--- config.mk ---
export PLATFORM = sky130hd
export DESIGN_NAME = fpause_seq
export DESIGN_NICKNAME = d
export VERILOG_FILES = /design/src/rtl/fpause_pkg.sv /design/src/rtl/fpause_down_timer.sv /design/src/rtl/fpause_sector_guard.sv /design/src/rtl/fpause_seq.sv
export SDC_FILE = /design/constraint.sdc
export NUM_CORES = 1
export LEC_CHECK = 0
export BUFFER_PORTS_ARGS = -buffer_cell sky130_fd_sc_hd__buf_4
export CAP_MARGIN = 15
export CELL_PAD_IN_SITES_DETAIL_PLACEMENT = 2
export CELL_PAD_IN_SITES_GLOBAL_PLACEMENT = 2
export CORE_MARGIN = 1
export CORE_UTILIZATION = 25
export CTS_CLUSTER_SIZE = 8
export DETAILED_ROUTE_END_ITERATION = 8
export GPL_ROUTABILITY_DRIVEN = 0
export PLACE_DENSITY = 0.73
export SLEW_MARGIN = 25
export SYNTH_ARGS = -nofsm -noshare
export SYNTH_HDL_FRONTEND = slang
export SYNTH_SLANG_ARGS = --single-unit
--- constraint.sdc ---
create_clock -name clk -period 1.69 [get_ports clk]
set_input_delay 0.169 -clock clk [delete_from_list [all_inputs] [get_ports clk]]
set_output_delay 0.169 -clock clk [all_outputs]
set_load 0.01 [all_outputs]
--- src/rtl/fpause_pkg.sv ---
package fpause_pkg;

    typedef enum logic [2:0] {
        ST_IDLE          = 3'd0,
        ST_ISSUE_SUSPEND = 3'd1,
        ST_SETTLE        = 3'd2,
        ST_SUSPENDED     = 3'd3,
        ST_READ          = 3'd4,
        ST_ISSUE_RESUME  = 3'd5
    } fpause_state_e;

    localparam logic [7:0] CMD_SUSPEND = 8'hB0;
    localparam logic [7:0] CMD_RESUME  = 8'h30;

    // ceil(hz * ns / 1e9), at least one cycle
    function automatic int unsigned settle_cycles(input longint unsigned hz,
                                                  input longint unsigned ns);
        longint unsigned c;
        c = (hz * ns + 64'd999_999_999) / 64'd1_000_000_000;
        if (c == 0) c = 1;
        return int'(c);
    endfunction

endpackage

--- src/rtl/fpause_down_timer.sv ---
module fpause_down_timer #(
    parameter int unsigned W = 8
) (
    input  logic         clk,
    input  logic         rst_n,
    input  logic         load,
    input  logic [W-1:0] load_val,
    output logic         expired
);

    logic [W-1:0] cnt_q;

    always_ff @(posedge clk or negedge rst_n) begin
        if (!rst_n) begin
            cnt_q <= '0;
        end else if (load) begin
            cnt_q <= load_val;
        end else if (cnt_q != '0) begin
            cnt_q <= cnt_q - 1'b1;
        end
    end

    assign expired = (cnt_q == '0);

endmodule

--- src/rtl/fpause_sector_guard.sv ---
module fpause_sector_guard #(
    parameter int unsigned SEC_W = 7
) (
    input  logic             clk,
    input  logic             rst_n,
    input  logic             capture,
    input  logic [SEC_W-1:0] cap_sec,
    input  logic [SEC_W-1:0] chk_sec,
    input  logic             chk_alt,
    output logic             hit
);

    logic [SEC_W-1:0] sec_q;

    always_ff @(posedge clk or negedge rst_n) begin
        if (!rst_n) begin
            sec_q <= '0;
        end else if (capture) begin
            sec_q <= cap_sec;
        end
    end

    // alternate-space reads never collide with the array sector
    assign hit = !chk_alt && (chk_sec == sec_q);

endmodule

--- src/rtl/fpause_seq.sv ---
module fpause_seq
    import fpause_pkg::*;
#(
    parameter longint unsigned CLK_HZ     = 200_000_000,
    parameter int unsigned     SETTLE_NS  = 15_000,
    parameter int unsigned     ADDR_W     = 23,
    parameter int unsigned     DATA_W     = 16,
    parameter int unsigned     SECTOR_LSB = 16,
    parameter int unsigned     RD_LAT     = 4
) (
    input  logic              clk,
    input  logic              rst_n,
    input  logic              susp_req,
    input  logic [ADDR_W-1:0] susp_addr,
    output logic              susp_ack,
    input  logic              rsm_req,
    output logic              rsm_ack,
    output logic              paused,
    input  logic              rd_req,
    input  logic [ADDR_W-1:0] rd_addr,
    input  logic              rd_alt,
    output logic              rd_valid,
    output logic [DATA_W-1:0] rd_data,
    output logic              rd_err,
    output logic [ADDR_W-1:0] fl_addr,
    output logic [DATA_W-1:0] fl_wdata,
    input  logic [DATA_W-1:0] fl_rdata,
    output logic              fl_we,
    output logic              fl_oe,
    output logic              fl_alt
);

    localparam int unsigned SETTLE_CYC = settle_cycles(CLK_HZ, SETTLE_NS);
    localparam int unsigned SET_W      = ($clog2(SETTLE_CYC) > 0) ? $clog2(SETTLE_CYC) : 1;
    localparam int unsigned RL_W       = ($clog2(RD_LAT) > 0) ? $clog2(RD_LAT) : 1;
    localparam int unsigned SEC_W      = ADDR_W - SECTOR_LSB;
    localparam logic [SET_W-1:0] SETTLE_LOAD = SET_W'(SETTLE_CYC - 1);
    localparam logic [RL_W-1:0]  RD_LOAD     = RL_W'(RD_LAT - 1);

    fpause_state_e     state_q, state_d;
    logic              rsm_pend_q;
    logic [ADDR_W-1:0] rd_addr_q;
    logic              rd_alt_q;
    logic              settle_exp;
    logic              rd_exp;
    logic              sec_hit;
    logic              rd_accept;
    logic              resume_want;

    assign rd_accept   = (state_q == ST_SUSPENDED) && rd_req && !sec_hit && !rsm_req;
    assign resume_want = rsm_pend_q || rsm_req;

    fpause_down_timer #(.W(SET_W)) u_settle (
        .clk      (clk),
        .rst_n    (rst_n),
        .load     (state_q == ST_ISSUE_SUSPEND),
        .load_val (SETTLE_LOAD),
        .expired  (settle_exp)
    );

    fpause_down_timer #(.W(RL_W)) u_rdlat (
        .clk      (clk),
        .rst_n    (rst_n),
        .load     (rd_accept),
        .load_val (RD_LOAD),
        .expired  (rd_exp)
    );

    fpause_sector_guard #(.SEC_W(SEC_W)) u_guard (
        .clk     (clk),
        .rst_n   (rst_n),
        .capture ((state_q == ST_IDLE) && susp_req),
        .cap_sec (susp_addr[ADDR_W-1:SECTOR_LSB]),
        .chk_sec (rd_addr[ADDR_W-1:SECTOR_LSB]),
        .chk_alt (rd_alt),
        .hit     (sec_hit)
    );

    // state register
    always_ff @(posedge clk or negedge rst_n) begin
        if (!rst_n) begin
            state_q <= ST_IDLE;
        end else begin
            state_q <= state_d;
        end
    end

    // held resume and latched read request
    always_ff @(posedge clk or negedge rst_n) begin
        if (!rst_n) begin
            rsm_pend_q <= 1'b0;
            rd_addr_q  <= '0;
            rd_alt_q   <= 1'b0;
        end else begin
            if (state_q == ST_ISSUE_RESUME) begin
                rsm_pend_q <= 1'b0;
            end else if (rsm_req && (state_q == ST_ISSUE_SUSPEND ||
                                     state_q == ST_SETTLE ||
                                     state_q == ST_READ)) begin
                rsm_pend_q <= 1'b1;
            end
            if (rd_accept) begin
                rd_addr_q <= rd_addr;
                rd_alt_q  <= rd_alt;
            end
        end
    end

    // next state
    always_comb begin
        state_d = state_q;
        unique case (state_q)
            ST_IDLE:          if (susp_req) state_d = ST_ISSUE_SUSPEND;
            ST_ISSUE_SUSPEND: state_d = ST_SETTLE;
            ST_SETTLE:        if (settle_exp)
                                  state_d = resume_want ? ST_ISSUE_RESUME : ST_SUSPENDED;
            ST_SUSPENDED:     if (rsm_req)        state_d = ST_ISSUE_RESUME;
                              else if (rd_accept) state_d = ST_READ;
            ST_READ:          if (rd_exp)
                                  state_d = resume_want ? ST_ISSUE_RESUME : ST_SUSPENDED;
            ST_ISSUE_RESUME:  state_d = ST_IDLE;
            default:          state_d = ST_IDLE;
        endcase
    end

    // outputs
    always_comb begin
        fl_we    = 1'b0;
        fl_oe    = 1'b0;
        fl_alt   = 1'b0;
        fl_addr  = '0;
        fl_wdata = '0;
        susp_ack = 1'b0;
        rsm_ack  = 1'b0;
        paused   = 1'b0;
        rd_valid = 1'b0;
        unique case (state_q)
            ST_IDLE: ;
            ST_ISSUE_SUSPEND: begin
                fl_we    = 1'b1;
                fl_wdata = DATA_W'(CMD_SUSPEND);
            end
            ST_SETTLE:    susp_ack = settle_exp;
            ST_SUSPENDED: paused = 1'b1;
            ST_READ: begin
                paused   = 1'b1;
                fl_oe    = 1'b1;
                fl_addr  = rd_addr_q;
                fl_alt   = rd_alt_q;
                rd_valid = rd_exp;
            end
            ST_ISSUE_RESUME: begin
                fl_we    = 1'b1;
                fl_wdata = DATA_W'(CMD_RESUME);
                rsm_ack  = 1'b1;
            end
            default: ;
        endcase
        rd_data = fl_rdata;
        rd_err  = rd_req && !rd_accept;
    end

endmodule

Yosys cells after proc, flatten, opt, wreduce, memory -nomap -nowiden
Index checks and enable logic that the tools add are counted.
- bits in registers: 49
- bits of input ports: 68
- output and inout bits: 63
- word-level logic and storage cells: 66
- add/sub/neg operators: 2
- equality and inequality tests: 10
- mux-type cells: 22
- reductions and logical operators: 25
- operator list (cell ; number):
    12-bit 2-to-1 mux ; 2
    23-bit 2-to-1 mux ; 1
    3-bit 2-to-1 mux ; 6
    8-bit case mux with 2 select lines ; 1
    3-bit case mux with 5 select lines ; 1
    12-bit zero test ; 1
    12-bit nonzero test ; 1
    12-bit by 1-bit subtractor with 12-bit output (second input constant) ; 1
    1-bit 2-to-1 mux ; 9
    2-bit nonzero test ; 4
    7-bit == test ; 1
    1-bit logical AND ; 7
    3-bit by 2-bit == test with 1-bit output (second input constant) ; 2
    3-bit == test (second input constant) ; 2
    2-bit inequality test (second input constant) ; 3
    1-bit zero test ; 4
    2-bit 2-to-1 mux ; 2
    4-bit AND reduction ; 1
    2-bit OR reduction ; 2
    3-bit by 1-bit == test with 1-bit output (second input constant) ; 1
    3-bit zero test ; 1
    1-bit logical OR ; 3
    3-bit inequality test (second input constant) ; 1
    2-bit zero test ; 1
    2-bit by 1-bit subtractor with 2-bit output (second input constant) ; 1

Logic depth before layout (Yosys ltp)
- depth after elaboration: 8
- depth in mapped cells: 7
- mapped depth without buffers: 6

By module
Synthesis repeated with hierarchy kept, for this count alone.
- cells, all modules: 262
- area total of the unflattened synthesis: 2925.3 um2
- by module, submodules not included (module ; instances ; cells each ; area each (um2) ; seq. area each (um2)):
    fpause_seq ; 1 ; 153 ; 1737.9 ; 700.7
    fpause_down_timer at u_settle ; 1 ; 72 ; 730.7 ; 300.3
    fpause_sector_guard ; 1 ; 25 ; 342.8 ; 175.2
    fpause_down_timer at u_rdlat ; 1 ; 12 ; 113.9 ; 50.0

Worst setup path after synthesis
Ideal clock, no wire load.
- path type: register to register
- start point: reg state_q[2]
- end point: reg rd_addr_q[10]
- library setup time: 125 ps
- arrival: 1676 ps
- required time: 1565 ps
- setup slack: -111 ps
- stages on the path, launching flop included: 6
- buffers on the path: 1
- cells stage by stage: dfrtp_1 -> and2b_1 -> nand2_1 -> a211oi_4 -> buf_6 -> mux2_4
- cells in the longest elaborated chain, start to end: 4
- ends and longest elaborated chain (item ; line ; text):
    start, declared ; fpause_seq.sv:40 ; fpause_state_e state_q, state_d;
    start signal, assigned ; fpause_seq.sv:84 ; state_q <= state_d;
    3-bit by 2-bit == test with 1-bit output ; fpause_seq.sv:50 ; assign rd_accept = (state_q == ST_SUSPENDED) && rd_req && !sec_hit && !rsm_req;
    1-bit logical AND (3 in series) ; fpause_seq.sv:50 ;
    end signal, assigned ; fpause_seq.sv:103 ; rd_addr_q <= rd_addr;
    end, declared ; fpause_seq.sv:42 ; logic [ADDR_W-1:0] rd_addr_q;
Every way passes these cells.
A chain may end at the register's enable or synchronous reset.

Worst setup path in the final report
- start point: reg u_guard.sec_q[3]
- end point: out rd_err
- cells in the longest elaborated chain, start to end: 7
- ends and longest elaborated chain (item ; line ; text):
    start, declared ; fpause_sector_guard.sv:13 ; logic [SEC_W-1:0] sec_q;
    start signal, assigned ; fpause_sector_guard.sv:19 ; sec_q <= cap_sec;
    7-bit == test ; fpause_sector_guard.sv:24 ; assign hit = !chk_alt && (chk_sec == sec_q);
    1-bit logical AND ; fpause_sector_guard.sv:24 ;
    1-bit zero test ; fpause_seq.sv:50 ;
    1-bit logical AND (2 in series) ; fpause_seq.sv:50 ;
    1-bit zero test ; fpause_seq.sv:160 ; rd_err = rd_req && !rd_accept;
    1-bit logical AND ; fpause_seq.sv:160 ;
    end, declared ; fpause_seq.sv:24 ; output logic rd_err,
Every way passes these cells.

==> key figures <==
Finish
  – Final net count: 436
  – Ant diodes: 0
  – Finished Cell Area: 4610 µm²
  – Area delta synth->final: 63.1%
  – Share of cells above drive strength 1: 65.0%

Synth
  – Area leader, netlist: dfrtp_1
  – Most frequent cell after synthesis: dfrtp_1
  – Commonest cells in the netlist: 49 x dfrtp_1, 32 x buf_4, 26 x and2_1
  – Yosys Warn Count: 0
  – EDFF count, synth: 0
  – Netlist cell types: 46
  – Avg Cell Area, Syn: 11.1 µm²
  – Synth Cell Area: 2830 µm²
  – Ys flop type: dfrtp_1
  – Seq cells post-synth: 49
  – Asr flop ratio synth: 100%
  – Post-synthesis sequential area ratio: 43.4%
  – Post-synth top area share: 43.4%
  – Synth area leaders: dfrtp_1 43%, mux2_4 9.0%, buf_4 8.5%
  – Post-Synthesis Cells: 254

Flow run
  – Max Cap Viol: 0

Placement
  – Dpl hpwl: 5340 µm
  – Buffers on Ports: 69
  – Worst slack, placed: -0.152 ns
  – Post-DP Area: 3550 µm²

Setup path
  – Maximum fanout along the worst path: 2
  – CP max-delay cell: dfrtp_1
  – Critical Path Sink Type: output pin
  – Type of the setup path with the least slack: reg2out
  – Setup crit start kind: flop
  – R2R depth: 5
  – CP arrival: 1.71 ns
  – Top cell by count, worst path: buf_6
  – WP data required: 1.52 ns
  – CP cell instances: xor2_2 > nor4_2 > buf_4 > a211oi_4 > buf_6 > nor2_4 > buf_6
  – Max stage delay on crit path: 0.42 ns

Power
  – Worst vdd ir: 694 µV
  – Lkg Pwr: 2.09 nW
  – Pwr per Cell Area: 1530 nW/µm²

Global route
  – Initial antenna violation count: 0
  – First-pass GRT wire length: 14,100 µm
  – Remaining Overflow, GRT: 0
  – Global Route Usage Sum: 15.9%
  – Pin count of the biggest net entering global routing: 50
  – Vias in the first global route: 2,615

Floorplan
  – Die Height: 108 µm
  – Cell Rows: 38
  – Area of the die: 11,700 µm²
  – IO Pins: 131
  – Initial core utilization: 25.8%
  – Chip width: 108 µm
  – Area of the core: 10,900 µm²

Timing
  – Final TNS setup: -5.71 ns
  – Worst slew margin: 54.7%
  – # setup viols final: 59
  – Final hold violation count: 0
  – Fin Clk Skew: 0.0111 ns
  – Final worst slack: -0.192 ns
  – Least-Margin Pin Slew: 0.679 ns
  – Slew Viols, Final: 0
  – RSZ-0062 raised after global routing: true
  – Final Critical Period: 1.88 ns
  – Final worst path period share: 111%
  – Fmax: 531 MHz

Clock tree
  – Max Root-Sink Buffers: 2
  – Clk sinks: 49
  – CTS tree: done
  – Root Driver: clkbuf_16
  – H-tree levels: 2
  – Clock-pin slew on the worst setup and hold paths: 0.08 ns
  – TritonCTS Buffers: 5
  – Skew-Pair Late Insertion Delay: 0.29 ns

Detailed routing
  – WL final: 9820 µm
  – Vias post-DR: 2,278
  – Routed Antenna Nets: 0
  – Drt via density: 4.50
  – Pre-antenna DRT Iters: 4
  – Residual DRC: 0
  – Detailed Route Iter0 Violations: 44
  – Wire length per cell: 19.4 µm

Min path
  – WHS Path Cells: 2
  – Hold WC Path Type: in2reg

Run status
  – Failing checks: setup timing
  – Outcome: finished, violations left
## worst max-delay path, delay by kind of cell (launching register included)
kind                      cells  cell delay (ns)
DFF                           1             0.42
buffers and inverters         3             0.42
and+or+nand+nor               2             0.35
xor gates and xnor gates      1             0.17
AOI/OAI and AO/OA             1             0.07
## state kept, by name, indices dropped and copies added, names as in the netlist
signal          flops
rd_addr_q          23
u_settle.cnt_q     12
u_guard.sec_q       7
state_q             3
u_rdlat.cnt_q       2
rd_alt_q            1
rsm_pend_q          1
## cell families after synthesis
logic type / share of synthesized area [%]
simple gates: 16.4
buf+inv: 11.6
flops: 43.4
mux: 15.4
compound gates: 8.72
xor+xnor: 3.10
fa+ha+maj: 1.33
other cells: 0.133
## power breakdown
part           total, mW  switching [mW]  internal (mW)
Clock               1.20           0.462          0.741
Sequential          2.02           0.348           1.67
Combinational       3.85            1.63           2.22
## repair_timing
item / 4_1_cts / 5_1_grt
resized for setup: 87 / 50
pin swaps: 36 / 16
cloned: 5 / 1
hold buffers: 1 / 0
setup buffers: 14 / 12
endpoints found under the hold margin: 49 / 0
setup endpoints to repair: 60 / 74
## routing by layer
metal	vias to the layer above	GRT usage, %	part of all wire (%)
met5	-	0	0
met4	0	4.44	1.2
met3	10	2.89	4.2
li1	1050	-	-
met1	1156	18.8	41
met2	62	29.2	53
## through the flow
step	cells	hold WS [ns]	util, %	power [mW]
final	506	0.0992	42.2	7.07
after global routing	506	0.0961	42.2	7.48
after CTS	494	0.0994	39.1	6.52
after detailed placement	466	0.249	32.4	4.55
after global placement	466	0.249	32.4	4.40
after floorplan	266	-0.127	-	3.52
## cells in the final DEF, fill, tap and decap left out, types with 2 or more instances in the layout
cell type,count
xor2_2,4
buf_4,77
nand2_1,4
xor2_1,4
mux2_4,29
o41a_1,2
nor4b_4,2
nor2_1,8
inv_2,3
buf_6,44
o211ai_1,3
nor4_2,2
buf_16,4
o31ai_2,2
or4_1,2
dfrtp_1,49
conb_1,13
clkbuf_16,6
nor2_4,3
mux2_2,3
and2_4,25
or3_1,3
nand2b_4,2
ha_4,2
buf_12,4
inv_1,7
nand2_2,4
o21ai_0,2
a21oi_1,7
nand3_1,3
nand2b_1,2
a211o_1,2
nor2b_1,3
## final cells by class
type | count | area [µm²]
clock buffer | 7 | 143
clock inverter | 1 | 30.0
multi-input combinational | 166 | 1680
timing repair buffer | 132 | 1310
inverter | 11 | 43.8
fill | 1131 | 6330
sequential | 49 | 1230
tap | 140 | 175
## final timing paths
path | to | slack [ns] | startpoint
max reg2reg | u_settle.cnt_q[9] | -0.18 | u_settle.cnt_q[0]
max | rd_err | -0.19 | u_guard.sec_q[3]
min | rd_addr_q[13] | 0.1 | rd_addr[13]
min reg2reg | rd_addr_q[6] | 0.52 | rd_addr_q[6]
min in group asynchronous | rsm_pend_q | 0.48 | rst_n
max in group asynchronous | rd_addr_q[5] | 0.75 | rst_n
(Power assumes the default switching activity.)
